**src/rtl/diag_pkg.sv**
```systemverilog
package diag_pkg;
    typedef enum logic [1:0] {
        CODE_SHORT = 2'b00,
        CODE_OPEN  = 2'b01,
        CODE_OVL   = 2'b10,
        CODE_OK    = 2'b11
    } diag_code_e;

    typedef enum logic {
        CH_CLEAN = 1'b0,
        CH_HELD  = 1'b1
    } chan_state_e;
endpackage

```
**src/rtl/diag_filter.sv**
```systemverilog
module diag_filter #(
    parameter int FILT_CYC = 8
) (
    input  logic clk,
    input  logic rst_n,
    input  logic restart,
    input  logic cond,
    output logic qualify
);
    localparam int CW = $clog2(FILT_CYC + 1);
    localparam logic [CW-1:0] LAST = CW'(FILT_CYC - 1);
    localparam logic [CW-1:0] SAT  = CW'(FILT_CYC);

    logic [CW-1:0] cnt_q;

    always_ff @(posedge clk or negedge rst_n) begin
        if (!rst_n)
            cnt_q <= '0;
        else if (restart || !cond)
            cnt_q <= '0;
        else if (cnt_q != SAT)
            cnt_q <= cnt_q + 1'b1;
    end

    assign qualify = cond && !restart && (cnt_q == LAST);

    generate
        if (FILT_CYC > 1) begin : g_hist_chk
            AST_FILTER_HISTORY: assert property (@(posedge clk) disable iff (!rst_n)
                qualify |-> $past(cond));
        end
    endgenerate
endmodule

```
**src/rtl/diag_chan.sv**
```systemverilog
module diag_chan
    import diag_pkg::*;
#(
    parameter int FILT_CYC = 8
) (
    input  logic       clk,
    input  logic       rst_n,
    input  logic       restart,
    input  logic       chan_on,
    input  logic       raw_ovl,
    input  logic       raw_open,
    input  logic       raw_short,
    output diag_code_e code,
    output logic       held
);
    chan_state_e st_q, st_d;
    diag_code_e  code_q, code_d;
    logic q_ovl, q_open, q_short, any_q;

    diag_filter #(.FILT_CYC(FILT_CYC)) u_f_ovl (
        .clk(clk), .rst_n(rst_n), .restart(restart),
        .cond(raw_ovl), .qualify(q_ovl));

    diag_filter #(.FILT_CYC(FILT_CYC)) u_f_open (
        .clk(clk), .rst_n(rst_n), .restart(restart),
        .cond(raw_open & ~chan_on), .qualify(q_open));

    diag_filter #(.FILT_CYC(FILT_CYC)) u_f_short (
        .clk(clk), .rst_n(rst_n), .restart(restart),
        .cond(raw_short & ~chan_on), .qualify(q_short));

    assign any_q = q_ovl | q_open | q_short;

    function automatic diag_code_e pick_code(input logic o, input logic s);
        if (o)      return CODE_OVL;
        else if (s) return CODE_SHORT;
        else        return CODE_OPEN;
    endfunction

    always_comb begin
        st_d   = st_q;
        code_d = code_q;
        if (restart) begin
            st_d   = CH_CLEAN;
            code_d = CODE_OK;
        end else begin
            unique case (st_q)
                CH_CLEAN: if (any_q) begin
                    st_d   = CH_HELD;
                    code_d = pick_code(q_ovl, q_short);
                end
                CH_HELD: if (any_q) begin
                    code_d = pick_code(q_ovl, q_short);
                end
                default: st_d = CH_CLEAN;
            endcase
        end
    end

    always_ff @(posedge clk or negedge rst_n) begin
        if (!rst_n) begin
            st_q   <= CH_CLEAN;
            code_q <= CODE_OK;
        end else begin
            st_q   <= st_d;
            code_q <= code_d;
        end
    end

    always_comb begin
        held = (st_q == CH_HELD);
        code = (st_q == CH_HELD) ? code_q : CODE_OK;
    end

    AST_OVL_WINS: assert property (@(posedge clk) disable iff (!rst_n)
        q_ovl |=> (code_q == CODE_OVL));
    AST_CHANGE_HAS_CAUSE: assert property (@(posedge clk) disable iff (!rst_n)
        !$stable(code_q) |-> $past(any_q || restart));
    AST_OPEN_ONLY_OFF: assert property (@(posedge clk) disable iff (!rst_n)
        (code_q == CODE_OPEN && !$stable(code_q)) |-> !$past(chan_on));
endmodule

```
**src/rtl/diag_capture.sv**
```systemverilog
module diag_capture
    import diag_pkg::*;
#(
    parameter int N_CH     = 8,
    parameter int FILT_CYC = 8
) (
    input  logic              clk,
    input  logic              rst_n,
    input  logic [N_CH-1:0]   raw_ovl,
    input  logic [N_CH-1:0]   raw_open,
    input  logic [N_CH-1:0]   raw_short,
    input  logic [N_CH-1:0]   chan_on,
    input  logic              frame_valid,
    input  logic              clear_cmd,
    output logic [2*N_CH-1:0] diag_word,
    output logic              fault_n
);
    localparam int WORD_W = 2 * N_CH;

    logic            wipe;
    logic [N_CH-1:0] held;

    assign wipe = frame_valid | clear_cmd;

    generate
        for (genvar k = 0; k < N_CH; k++) begin : g_ch
            diag_code_e code_k;
            diag_chan #(.FILT_CYC(FILT_CYC)) u_chan (
                .clk(clk), .rst_n(rst_n), .restart(wipe),
                .chan_on(chan_on[k]), .raw_ovl(raw_ovl[k]),
                .raw_open(raw_open[k]), .raw_short(raw_short[k]),
                .code(code_k), .held(held[k]));
            assign diag_word[2*k+1:2*k] = code_k;
        end
    endgenerate

    assign fault_n = ~|held;

    AST_WIPE_ALL: assert property (@(posedge clk) disable iff (!rst_n)
        wipe |=> (diag_word == {WORD_W{1'b1}}));
    AST_FLAG_MATCH: assert property (@(posedge clk) disable iff (!rst_n)
        fault_n == (diag_word == {WORD_W{1'b1}}));
endmodule

```
**config.mk**
```make
export PLATFORM = sky130hd
export DESIGN_NAME = diag_capture
export DESIGN_NICKNAME = d
export VERILOG_FILES = /design/src/rtl/diag_pkg.sv /design/src/rtl/diag_filter.sv /design/src/rtl/diag_chan.sv /design/src/rtl/diag_capture.sv
export SDC_FILE = /design/constraint.sdc
export NUM_CORES = 1
export LEC_CHECK = 0
export BUFFER_PORTS_ARGS = -buffer_cell sky130_fd_sc_hd__buf_2
export CAP_MARGIN = 20
export CORE_MARGIN = 3
export CORE_UTILIZATION = 55
export CTS_CLUSTER_SIZE = 24
export DETAILED_ROUTE_END_ITERATION = 7
export PLACE_DENSITY = 0.84
export SLEW_MARGIN = 30
export SYNTH_ARGS = -nofsm -noshare
export SYNTH_HDL_FRONTEND = slang
export SYNTH_SLANG_ARGS = --single-unit
```
**constraint.sdc**
```tcl
create_clock -name clk -period 1.5 [get_ports clk]
set_input_delay 0.3 -clock clk [delete_from_list [all_inputs] [get_ports clk]]
set_output_delay 0.3 -clock clk [all_outputs]
set_load 0.005 [all_outputs]
```
==> out/qor.yml, run 1 <==
timing.slew.headroom: 0.631
vias: 5228
cts_buffer_depth: 2
r2r-start: "g_ch[3].u_chan.u_f_ovl.cnt_q[1]"
rsz0062_at_grt: "true"
ys_warn_count: 0
final_cells: 928
grt-ovfl-total: 0
grt_max_degree: 78
grt_first_pass_wirelength_mm: 25.3
power_switching_uw: 1600
setup.worst_path.class: "reg2out"
hold_viol: 0
r2r_end: "g_ch[3].u_chan.u_f_ovl.cnt_q[0]"
fp.dieW_um: 115
syn-num-nets: 751
p_int_uw: 5640
switching_share: 0.221
grt_pass1_vias: 5548
insertion_delay_ns: 0.42
clk_pin_slew_ns: 0.05
wl_per_cell_um: 16.6
cts_buffers: 17
port_buffers: 52
fin_crit_sh: 1.26
p_leak_uw: 0.00346
pre_cts_slack_ns: -0.286
gp_congestion: 0.836
vias_per_cell: 5.63
nFillCells: 741
setup_ws_ns: -0.390
core_area_um2: 11500
syn_area_um2: 6500
clock_tree.htree_level_count: 4
start_util: 0.567
drt-initial-drc-count: 327
reg2reg_slack_ns: 0.06
row_count: 39
crit_path_end_kind: "primary output"
antenna_cells: 0
worstHoldPathCells: 4
layout-drive-gt1-share: 0.241
yosysSeqAreaShare: 0.465
ir_drop_uv: 835
synth_compound_area_frac: 0.0677
antenna_found_initial: 0
p_clk_frac: 0.497
worstHoldStart: "raw_short[2]"
dieArea_um2: 13200
grtUsageTotal: 0.245
dp_cells: 892
drc: 0
hpwl_mm: 10.6
cts-root-buf: "clkbuf_16"
synth_cell_type_count: 34
multi_input_area_um2: 3390
cp.arrival_ns: 1.59
synth_fa_ha_area_frac: 0.0923
reg2reg_depth: 6
synth_seq_cells: 120
required_ns: 1.20
dr.pass1.iters: 8
muxShareOfSynthArea: 0.0329
drv_cap: 0
synth_top_family_by_area: "simple AND/OR/NAND/NOR gates"
period_needed_ns: 1.89
synthXorXnorAreaFrac: 0.0646
tightest_slew_ns: 0.554
io_pins: 53
critPathMaxFanout: 2
fin_skew_ns: 0.00456
wl_mm: 15.4
violations: "setup timing"
yosys.area_share.simple: 0.240
final_antenna_net_count: 0
finalMaxSlewViolations: 0
cts_tree: "yes"
cp-start-kind: "flip-flop"
worst_hold_slack_ns: 0.279
hold_path.class: "in2reg"
pwr-share-comb: 0.048
power_frac_seq: 0.455
die_y_um: 115
p_total_uw: 7240
status: "finished, violations left"
seq_area_um2: 3020
areaGrowthSynthToFinish_pct: 21.8
power.density_nw_per_um2: 914
nets: 856
cts.sinks: 120
syn_area_per_cell_um2: 9.75
setup_viol: 1
netlist_instances: 667
whs_endpoint: "g_ch[2].u_chan.u_f_short.cnt_q[3]"
fmax_ghz: 0.529
area by class of cell:
type	count	area share
clock inverters	3	0.00189
flip-flops and latches	120	0.381
well taps	143	0.0226
multi-input cells	485	0.428
clock buffers	29	0.0632
inverters	54	0.0256
repair buffers	94	0.0777
layout by cell type (no fill, tap or decap), types with 19 or more instances in the layout:
master    instances
dfrtp_1         104
nor2_1           97
nand2_1          59
inv_1            54
ha_1             48
buf_2            48
a21oi_1          41
buf_4            40
xnor2_1          24
nand3_1          24
xor2_1           24
nand2b_1         23
nand3b_1         21
o21ai_0          19
power by group through the flow:
stage / sequential (uW) / combinational [uW] / clock, uW
2_1_floorplan: 3340 / 152 / 0
3_3_place_gp: 3340 / 327 / 0
3_5_place_dp: 3340 / 345 / 0
4_1_cts: 3290 / 350 / 3620
5_1_grt: 3290 / 392 / 3760
6_report: 3290 / 351 / 3600
repair_timing:
item                                    CTS  global route
endpoints found under the setup margin    4            14
resized for setup                         6             8
hold endpoints to repair                 66             0
hold buffers                              1             0
setup buffers                             1             4
layer usage:
metal	routed length, um	global-route usage	share of wire	vias to the layer above
met5	0	0	0	-
met3	645	0.0558	0.042	49
met4	536	0.126	0.035	0
li1	-	-	-	2428
met2	8040	0.434	0.52	134
met1	6190	0.277	0.40	2617
synthesized netlist by cell type:
| library cell | n | area, um2 |
|---|---|---|
| o31a_1 | 2 | 17.5 |
| o21ai_1 | 3 | 15.0 |
| xor2_1 | 24 | 210 |
| ha_1 | 48 | 601 |
| inv_1 | 54 | 203 |
| or4b_1 | 6 | 60.1 |
| a21oi_1 | 41 | 205 |
| o31ai_1 | 4 | 30.0 |
| nand2_1 | 59 | 221 |
| nand3_1 | 24 | 120 |
| a21o_1 | 2 | 15.0 |
| nor3_1 | 10 | 50.1 |
| xnor2_1 | 24 | 210 |
| nor2_1 | 97 | 364 |
| nand2b_1 | 31 | 194 |
| nand3b_1 | 21 | 158 |
| or2_2 | 11 | 68.8 |
| or4_1 | 1 | 7.51 |
| o21ai_0 | 19 | 95.1 |
| buf_2 | 2 | 10.0 |
| dfrtp_1 | 104 | 2600 |
| nor3_2 | 10 | 100 |
| o21bai_1 | 2 | 15.0 |
| mux2i_1 | 18 | 180 |
| clkbuf_1 | 5 | 18.8 |
| mux2_2 | 3 | 33.8 |
| nand4_1 | 1 | 6.26 |
| o22ai_1 | 2 | 12.5 |
| nor3_4 | 2 | 32.5 |
| or3b_1 | 8 | 70.1 |
| a211o_1 | 4 | 35.0 |
| buf_6 | 1 | 11.3 |
| dfstp_2 | 16 | 420 |
| or4b_4 | 8 | 110 |
worst max-delay path: stages, from the launching register on:
cell and delay [ns]:
dfrtp_1 0.41, or4_1 0.52, nor2_1 0.10, buf_2 0.14
how the worst max path moves through the flow:
stage / from / to / slack (ns) / depth (start not counted)
final: g_ch[2].u_chan.held / fault_n / -0.39 / 3
after global routing: g_ch[0].u_chan.held / fault_n / -0.45 / 3
after CTS: g_ch[2].u_chan.held / fault_n / -0.40 / 3
after detailed placement: clear_cmd / g_ch[6].u_chan.code_q[1] / -0.29 / 5
after global placement: clear_cmd / g_ch[6].u_chan.code_q[1] / -0.24 / 5
after floorplan: clear_cmd / g_ch[6].u_chan.code_q[1] / -0.02 / 5
sequential cells by signal, summed over array words and instances, names as in the netlist:
name	flops
g_ch.u_chan.code_q	16
g_ch.u_chan.u_f_ovl.cnt_q	32
g_ch.u_chan.u_f_short.cnt_q	32
g_ch.u_chan.u_f_open.cnt_q	32
g_ch.u_chan.held	8
metrics by stage:
step | cell area, um2 | util | TNS (ns)
after floorplan | 6600 | - | -0.0417
after global placement | 7290 | 0.636 | -3.24
after detailed placement | 7290 | 0.636 | -5.65
after CTS | 7860 | 0.686 | -0.453
after global routing | 7920 | 0.691 | -0.504
final | 7920 | 0.691 | -0.390
cells by family (layout without fill, tap and decap cells):
group,after synthesis,in the layout
muxes,21,21
AOI/OAI and AO/OA,79,79
xor gates and xnor gates,48,48
adders and majority gates,48,48
DFF,120,120
buffers and inverters,62,180
and+or+nand+nor,289,289
(Power assumes the default switching activity.)
==> inputs of run 2 (changes only) <==
--- a/config.mk
+++ b/config.mk
@@ -7,11 +7,13 @@
 export LEC_CHECK = 0
 export BUFFER_PORTS_ARGS = -buffer_cell sky130_fd_sc_hd__buf_2
 export CAP_MARGIN = 20
+export CELL_PAD_IN_SITES_DETAIL_PLACEMENT = 1
+export CELL_PAD_IN_SITES_GLOBAL_PLACEMENT = 1
 export CORE_MARGIN = 3
-export CORE_UTILIZATION = 55
+export CORE_UTILIZATION = 47
 export CTS_CLUSTER_SIZE = 24
 export DETAILED_ROUTE_END_ITERATION = 7
-export PLACE_DENSITY = 0.84
+export PLACE_DENSITY = 0.9
 export SLEW_MARGIN = 30
 export SYNTH_ARGS = -nofsm -noshare
 export SYNTH_HDL_FRONTEND = slang
==> out/qor.yml, run 2 (synthesis results as in run 1) <==
areaGrowthSynthToFinish_pct: 30.0
reg2reg_slack_ns: -0.09  # -0.15 ns
crit_path_end_kind: "primary output"
r2r_end: "g_ch[4].u_chan.u_f_open.cnt_q[1]"
r2r-start: "g_ch[4].u_chan.u_f_open.cnt_q[1]"
final_antenna_net_count: 0  # unchanged
drv_cap: 0  # unchanged
startpoint: "g_ch[1].u_chan.held"
cp.arrival_ns: 1.70  # +0.11 ns
cts_buffer_depth: 2  # unchanged
fin_area_um2: 8460  # +6.7%
dieArea_um2: 15300  # +16%
critPathMaxFanout: 2  # unchanged
clk_pin_slew_ns: 0.06  # about the same
fin_setup_tns_ns: -1.63  # -1.24 ns
p_total_uw: 8430  # +16%
drt-initial-drc-count: 513  # +57%
grtUsageTotal: 0.321  # +0.0761
layout_common_cells: "dfrtp_1 (98), nor2_1 (91), nand2_1 (59)"
io_pins: 53  # unchanged
start_util: 0.485  # -0.0818
setup_ws_ns: -0.498  # -0.108 ns
timing.slew.headroom: 0.714  # +0.0836
vias: 6092  # +17%
nFillCells: 1458  # +97%
layout-drive-gt1-share: 0.300  # +0.0596
p_leak_uw: 0.00369  # +6.6%
final_common_cell: "dfrtp_1"
seq_area_um2: 3030  # +0.25%
wl_mm: 27.4  # +78%
required_ns: 1.20  # about the same
grt_pass1_vias: 6623  # +19%
die_y_um: 124  # +7.8%
clock_tree.htree_level_count: 4  # unchanged
fin_crit_sh: 1.33  # +0.0720
pre_cts_slack_ns: -0.330  # -0.0444 ns
hpwl_mm: 13.8  # +30%
grt_first_pass_wirelength_mm: 36.5  # +44%
finalMaxSlewViolations: 0  # unchanged
grt-ovfl-total: 0  # unchanged
dr.pass1.iters: 7  # -1
status: "finished, violations left"
antenna_found_initial: 0  # unchanged
row_count: 42  # +7.7%
dpl_cell_area_um2: 7390  # +1.4%
dp_cells: 930  # +4.3%
multi_input_area_um2: 3540  # +4.6%
cts_tree: "yes"
period_needed_ns: 2.00  # +0.108 ns
gp_congestion: 0.788  # -5.7%
fp.dieW_um: 124  # +7.8%
core_area_um2: 13400  # +17%
reg_top3: "g_ch.u_chan.u_f_open.cnt_q x32, g_ch.u_chan.u_f_ovl.cnt_q x32, g_ch.u_chan.u_f_short.cnt_q x32"
port_buffers: 52  # unchanged
final_cells: 975  # +5.1%
hold_path.class: "in2reg"
antenna_cells: 0  # unchanged
fmax_ghz: 0.500  # -5.4%
reg2reg_depth: 6  # unchanged
setup.worst_path.class: "reg2out"
grt_max_degree: 53  # -32%
crit_end: "fault_n"
drc: 0  # unchanged
rsz0062_at_grt: "true"
vias_per_cell: 6.25  # +11%
wl_per_cell_um: 28.1  # +69%
insertion_delay_ns: 0.44  # +0.02 ns
tightest_slew_ns: 0.429  # -0.125 ns
cp-start-kind: "flip-flop"
cts-root-buf: "clkbuf_16"
setup_viol: 29  # +28
cts.sinks: 120  # unchanged
power.density_nw_per_um2: 997  # +9.0%
fin_skew_ns: 0.00958  # +0.00502 ns
violations: "setup timing"
nets: 870  # +1.6%
hold_viol: 0  # unchanged
ir_drop_uv: 845  # +1.3%
cts_buffers: 17  # unchanged
==> run 2: changes by cell type in the layout (fill, tap and decap cells not counted), sizes merged <==
cell,previous run,this run
buf,93,106
clkbuf,29,26
bufinv,0,4
==> run 2: area by class of cell <==
class                           instances  area share
Sequential cell                       120       0.358
Multi-Input combinational cell        485       0.419
Clock inverter                          7      0.0160
Timing Repair Buffer                  108      0.0945
Tap cell                              176      0.0260
Inverter                               54      0.0240
Clock buffer                           25      0.0621
==> run 2: worst min-delay path by stage <==
stage | depth (start not counted) | slack, ns | to | start
after floorplan | 0 | 0.004 | g_ch[0].u_chan.held | rst_n
after global placement | 2 | 0.33 | g_ch[5].u_chan.held | rst_n
after detailed placement | 2 | 0.33 | g_ch[4].u_chan.held | rst_n
after CTS | 4 | 0.28 | g_ch[2].u_chan.u_f_short.cnt_q[1] | raw_short[2]
after global routing | 4 | 0.32 | g_ch[0].u_chan.u_f_open.cnt_q[1] | chan_on[0]
final | 4 | 0.30 | g_ch[2].u_chan.u_f_short.cnt_q[1] | raw_short[2]
==> run 2: per-stage QoR <==
| step | utilization | hold slack (ns) |
|---|---|---|
| CTS | 0.612 | 0.278 |
| global route | 0.631 | 0.317 |
| floorplan | - | 0.00441 |
| global placement | 0.552 | 0.327 |
| finish | 0.631 | 0.301 |
| detailed placement | 0.552 | 0.335 |
==> run 2: metal layers <==
layer / track usage / wire [um] / vias up
li1: - / - / 2458
met1: 0.341 / 9710 / 3031
met2: 0.557 / 13600 / 416
met3: 0.0895 / 1800 / 187
met4: 0.209 / 2240 / 0
met5: 0 / 0 / -
==> run 2: repair_timing <==
item                                   in CTS  in global routing
endpoints found under the hold margin     104                  0
hold buffers                                1                  0
buffers inserted                            6                  7
resized for setup                          19                 44
pin swaps                                   2                  8
setup endpoints to repair                  16                 41
==> run 2: worst max-delay path, cell delays in order (launching register included) <==
cell	delay (ns)
dfrtp_1	0.42
or4_4	0.58
nor2_4	0.13
buf_2	0.13
==> run 2: power breakdown <==
part	internal (uW)	switching (uW)	total (uW)	leakage [uW]
sequential	3270	34.1	3300	0.00160
combinational	169	273	442	0.00176
clock	3080	1600	4690	0.000329
total	6520	1910	8430	0.00369
==> inputs of run 3 (changes only) <==
--- a/config.mk
+++ b/config.mk
@@ -10,10 +10,11 @@
 export CELL_PAD_IN_SITES_DETAIL_PLACEMENT = 1
 export CELL_PAD_IN_SITES_GLOBAL_PLACEMENT = 1
 export CORE_MARGIN = 3
-export CORE_UTILIZATION = 47
+export CORE_UTILIZATION = 45
+export CTS_BUF_LIST = sky130_fd_sc_hd__clkbuf_2
 export CTS_CLUSTER_SIZE = 24
 export DETAILED_ROUTE_END_ITERATION = 7
-export PLACE_DENSITY = 0.9
+export PLACE_DENSITY = 0.87
 export SLEW_MARGIN = 30
 export SYNTH_ARGS = -nofsm -noshare
 export SYNTH_HDL_FRONTEND = slang
==> out/qor.yml, run 3 (synthesis results as in run 1) <==
status: "finished, violations left"
violations: "setup timing"
final_antenna_net_count: 0  # unchanged
setup_ws_ns: -0.807  # -0.309 ns
period_needed_ns: 2.31  # +0.309 ns
fp.dieW_um: 126  # +2.1%
cts_buffers: 17  # unchanged
finalMaxSlewViolations: 0  # unchanged
wl_per_cell_um: 24.5  # -13%
drv_cap: 0  # unchanged
fin_skew_ns: 0.0653  # +0.0558 ns
timing.slew.headroom: 0.540  # -0.175
die_y_um: 126  # +2.1%
insertion_delay_ns: 0.76  # +0.32 ns
io_pins: 53  # unchanged
antenna_found_initial: 1  # +1
reg_top3: "g_ch.u_chan.u_f_open.cnt_q x32, g_ch.u_chan.u_f_ovl.cnt_q x32, g_ch.u_chan.u_f_short.cnt_q x32"
grt_pass1_vias: 6493  # -2.0%
hold_path.class: "in2async"
hpwl_mm: 12.4  # -9.9%
grt_first_pass_wirelength_mm: 35.4  # -3.2%
seq_area_um2: 3030  # about the same
dp_cells: 935  # +0.54%
fin_crit_sh: 1.54  # +0.206
p_leak_uw: 0.00380  # +2.9%
port_buffers: 52  # unchanged
layout-drive-gt1-share: 0.297  # -0.00298
multi_input_area_um2: 3510  # -0.88%
setup_viol: 27  # -6.9%
setup.worst_path.class: "reg2out"
fmax_ghz: 0.433  # -13%
required_ns: 1.20  # about the same
p_total_uw: 6480  # -23%
tightest_slew_ns: 0.688  # +0.260 ns
cts.sinks: 120  # unchanged
cts_buffer_depth: 2  # unchanged
cts_tree: "yes"
hold_viol: 0  # unchanged
vias_per_cell: 5.81  # -7.0%
vias: 5954  # -2.3%
wl_mm: 25.2  # -8.1%
nFillCells: 1550  # +6.3%
final_cells: 1025  # +5.1%
grt-ovfl-total: 0  # unchanged
clk_pin_slew_ns: 0.25  # +0.19 ns
grt_max_degree: 46  # -13%
nets: 915  # +5.2%
crit_path_end_kind: "primary output"
ir_drop_uv: 800  # -5.3%
dr.pass1.iters: 5  # -2
drc: 0  # unchanged
rsz0062_at_grt: "true"
power.density_nw_per_um2: 762  # -24%
row_count: 43  # +2.4%
worst_hold_slack_ns: 0.0780  # -0.223 ns
cts-root-buf: "clkbuf_2"
grtUsageTotal: 0.284  # -0.0376
drt-initial-drc-count: 447  # -13%
areaGrowthSynthToFinish_pct: 30.7
dieArea_um2: 15900  # +4.2%
cp-start-kind: "flip-flop"
start_util: 0.465  # -0.0204
clock_tree.htree_level_count: 4  # unchanged
critPathMaxFanout: 2  # unchanged
core_area_um2: 14000  # +4.4%
layout_common_cells: "dfrtp_1 (97), nor2_1 (94), buf_4 (65)"
cp.arrival_ns: 2.01  # +0.31 ns
gp_congestion: 0.815  # +3.5%
final_common_cell: "dfrtp_1"
reg2reg_depth: 6  # unchanged
run 3: critical path, stage by stage, from the launching register on:
cell,delay [ns]
dfrtp_1,0.47
or4_4,0.54
nor2_4,0.14
buf_2,0.12
run 3: routing by layer:
layer,track usage,vias to the layer above,wire (um)
met5,0,-,0
met4,0.134,0,1290
met3,0.0585,111,1220
met2,0.509,295,12900
met1,0.321,3005,9720
li1,-,2543,-
run 3: area by class of cell:
class / count / area share
multi-input combinational: 485 / 0.413
sequential: 120 / 0.357
timing repair buffer: 153 / 0.145
tap: 180 / 0.0265
clock inverter: 15 / 0.0244
inverter: 54 / 0.0238
clock buffer: 17 / 0.0100
antenna: 1 / 0.000294
run 3: through the flow:
stage | utilization | setup TNS, ns | area (um2) | setup slack [ns]
floorplan | - | -0.0417 | 6600 | -0.0162
global placement | 0.528 | -4.23 | 7390 | -0.273
detailed placement | 0.528 | -7.70 | 7390 | -0.342
CTS | 0.585 | -6.97 | 8180 | -0.879
global route | 0.608 | -9.20 | 8500 | -0.870
finish | 0.608 | -7.02 | 8500 | -0.807
run 3: path summary, 6_finish.rpt:
| path | to | slack (ns) | startpoint |
|---|---|---|---|
| worst max-delay path | fault_n | -0.81 | g_ch[2].u_chan.held |
| worst min register to register | g_ch[3].u_chan.code_q[1] | 0.52 | g_ch[3].u_chan.code_q[1] |
| min in group clk | g_ch[1].u_chan.u_f_short.cnt_q[2] | 0.09 | raw_short[1] |
| worst min-delay path | g_ch[5].u_chan.u_f_short.cnt_q[1] | 0.08 | rst_n |
| worst max register to register | g_ch[7].u_chan.u_f_ovl.cnt_q[0] | -0.10 | g_ch[7].u_chan.u_f_ovl.cnt_q[0] |
| max in group asynchronous | g_ch[6].u_chan.u_f_open.cnt_q[1] | 0.27 | rst_n |
run 3: repair_timing:
action	in CTS	in global routing
gates resized for setup	25	35
endpoints found under the hold margin	209	0
hold buffers	31	0
pin swaps	0	4
endpoints found under the setup margin	18	43
setup buffers	5	22
run 3: report_power, final:
group	switching, uW	internal [uW]
Clock	1440	1240
Sequential	30.7	3270
Combinational	282	222
Total	1750	4730
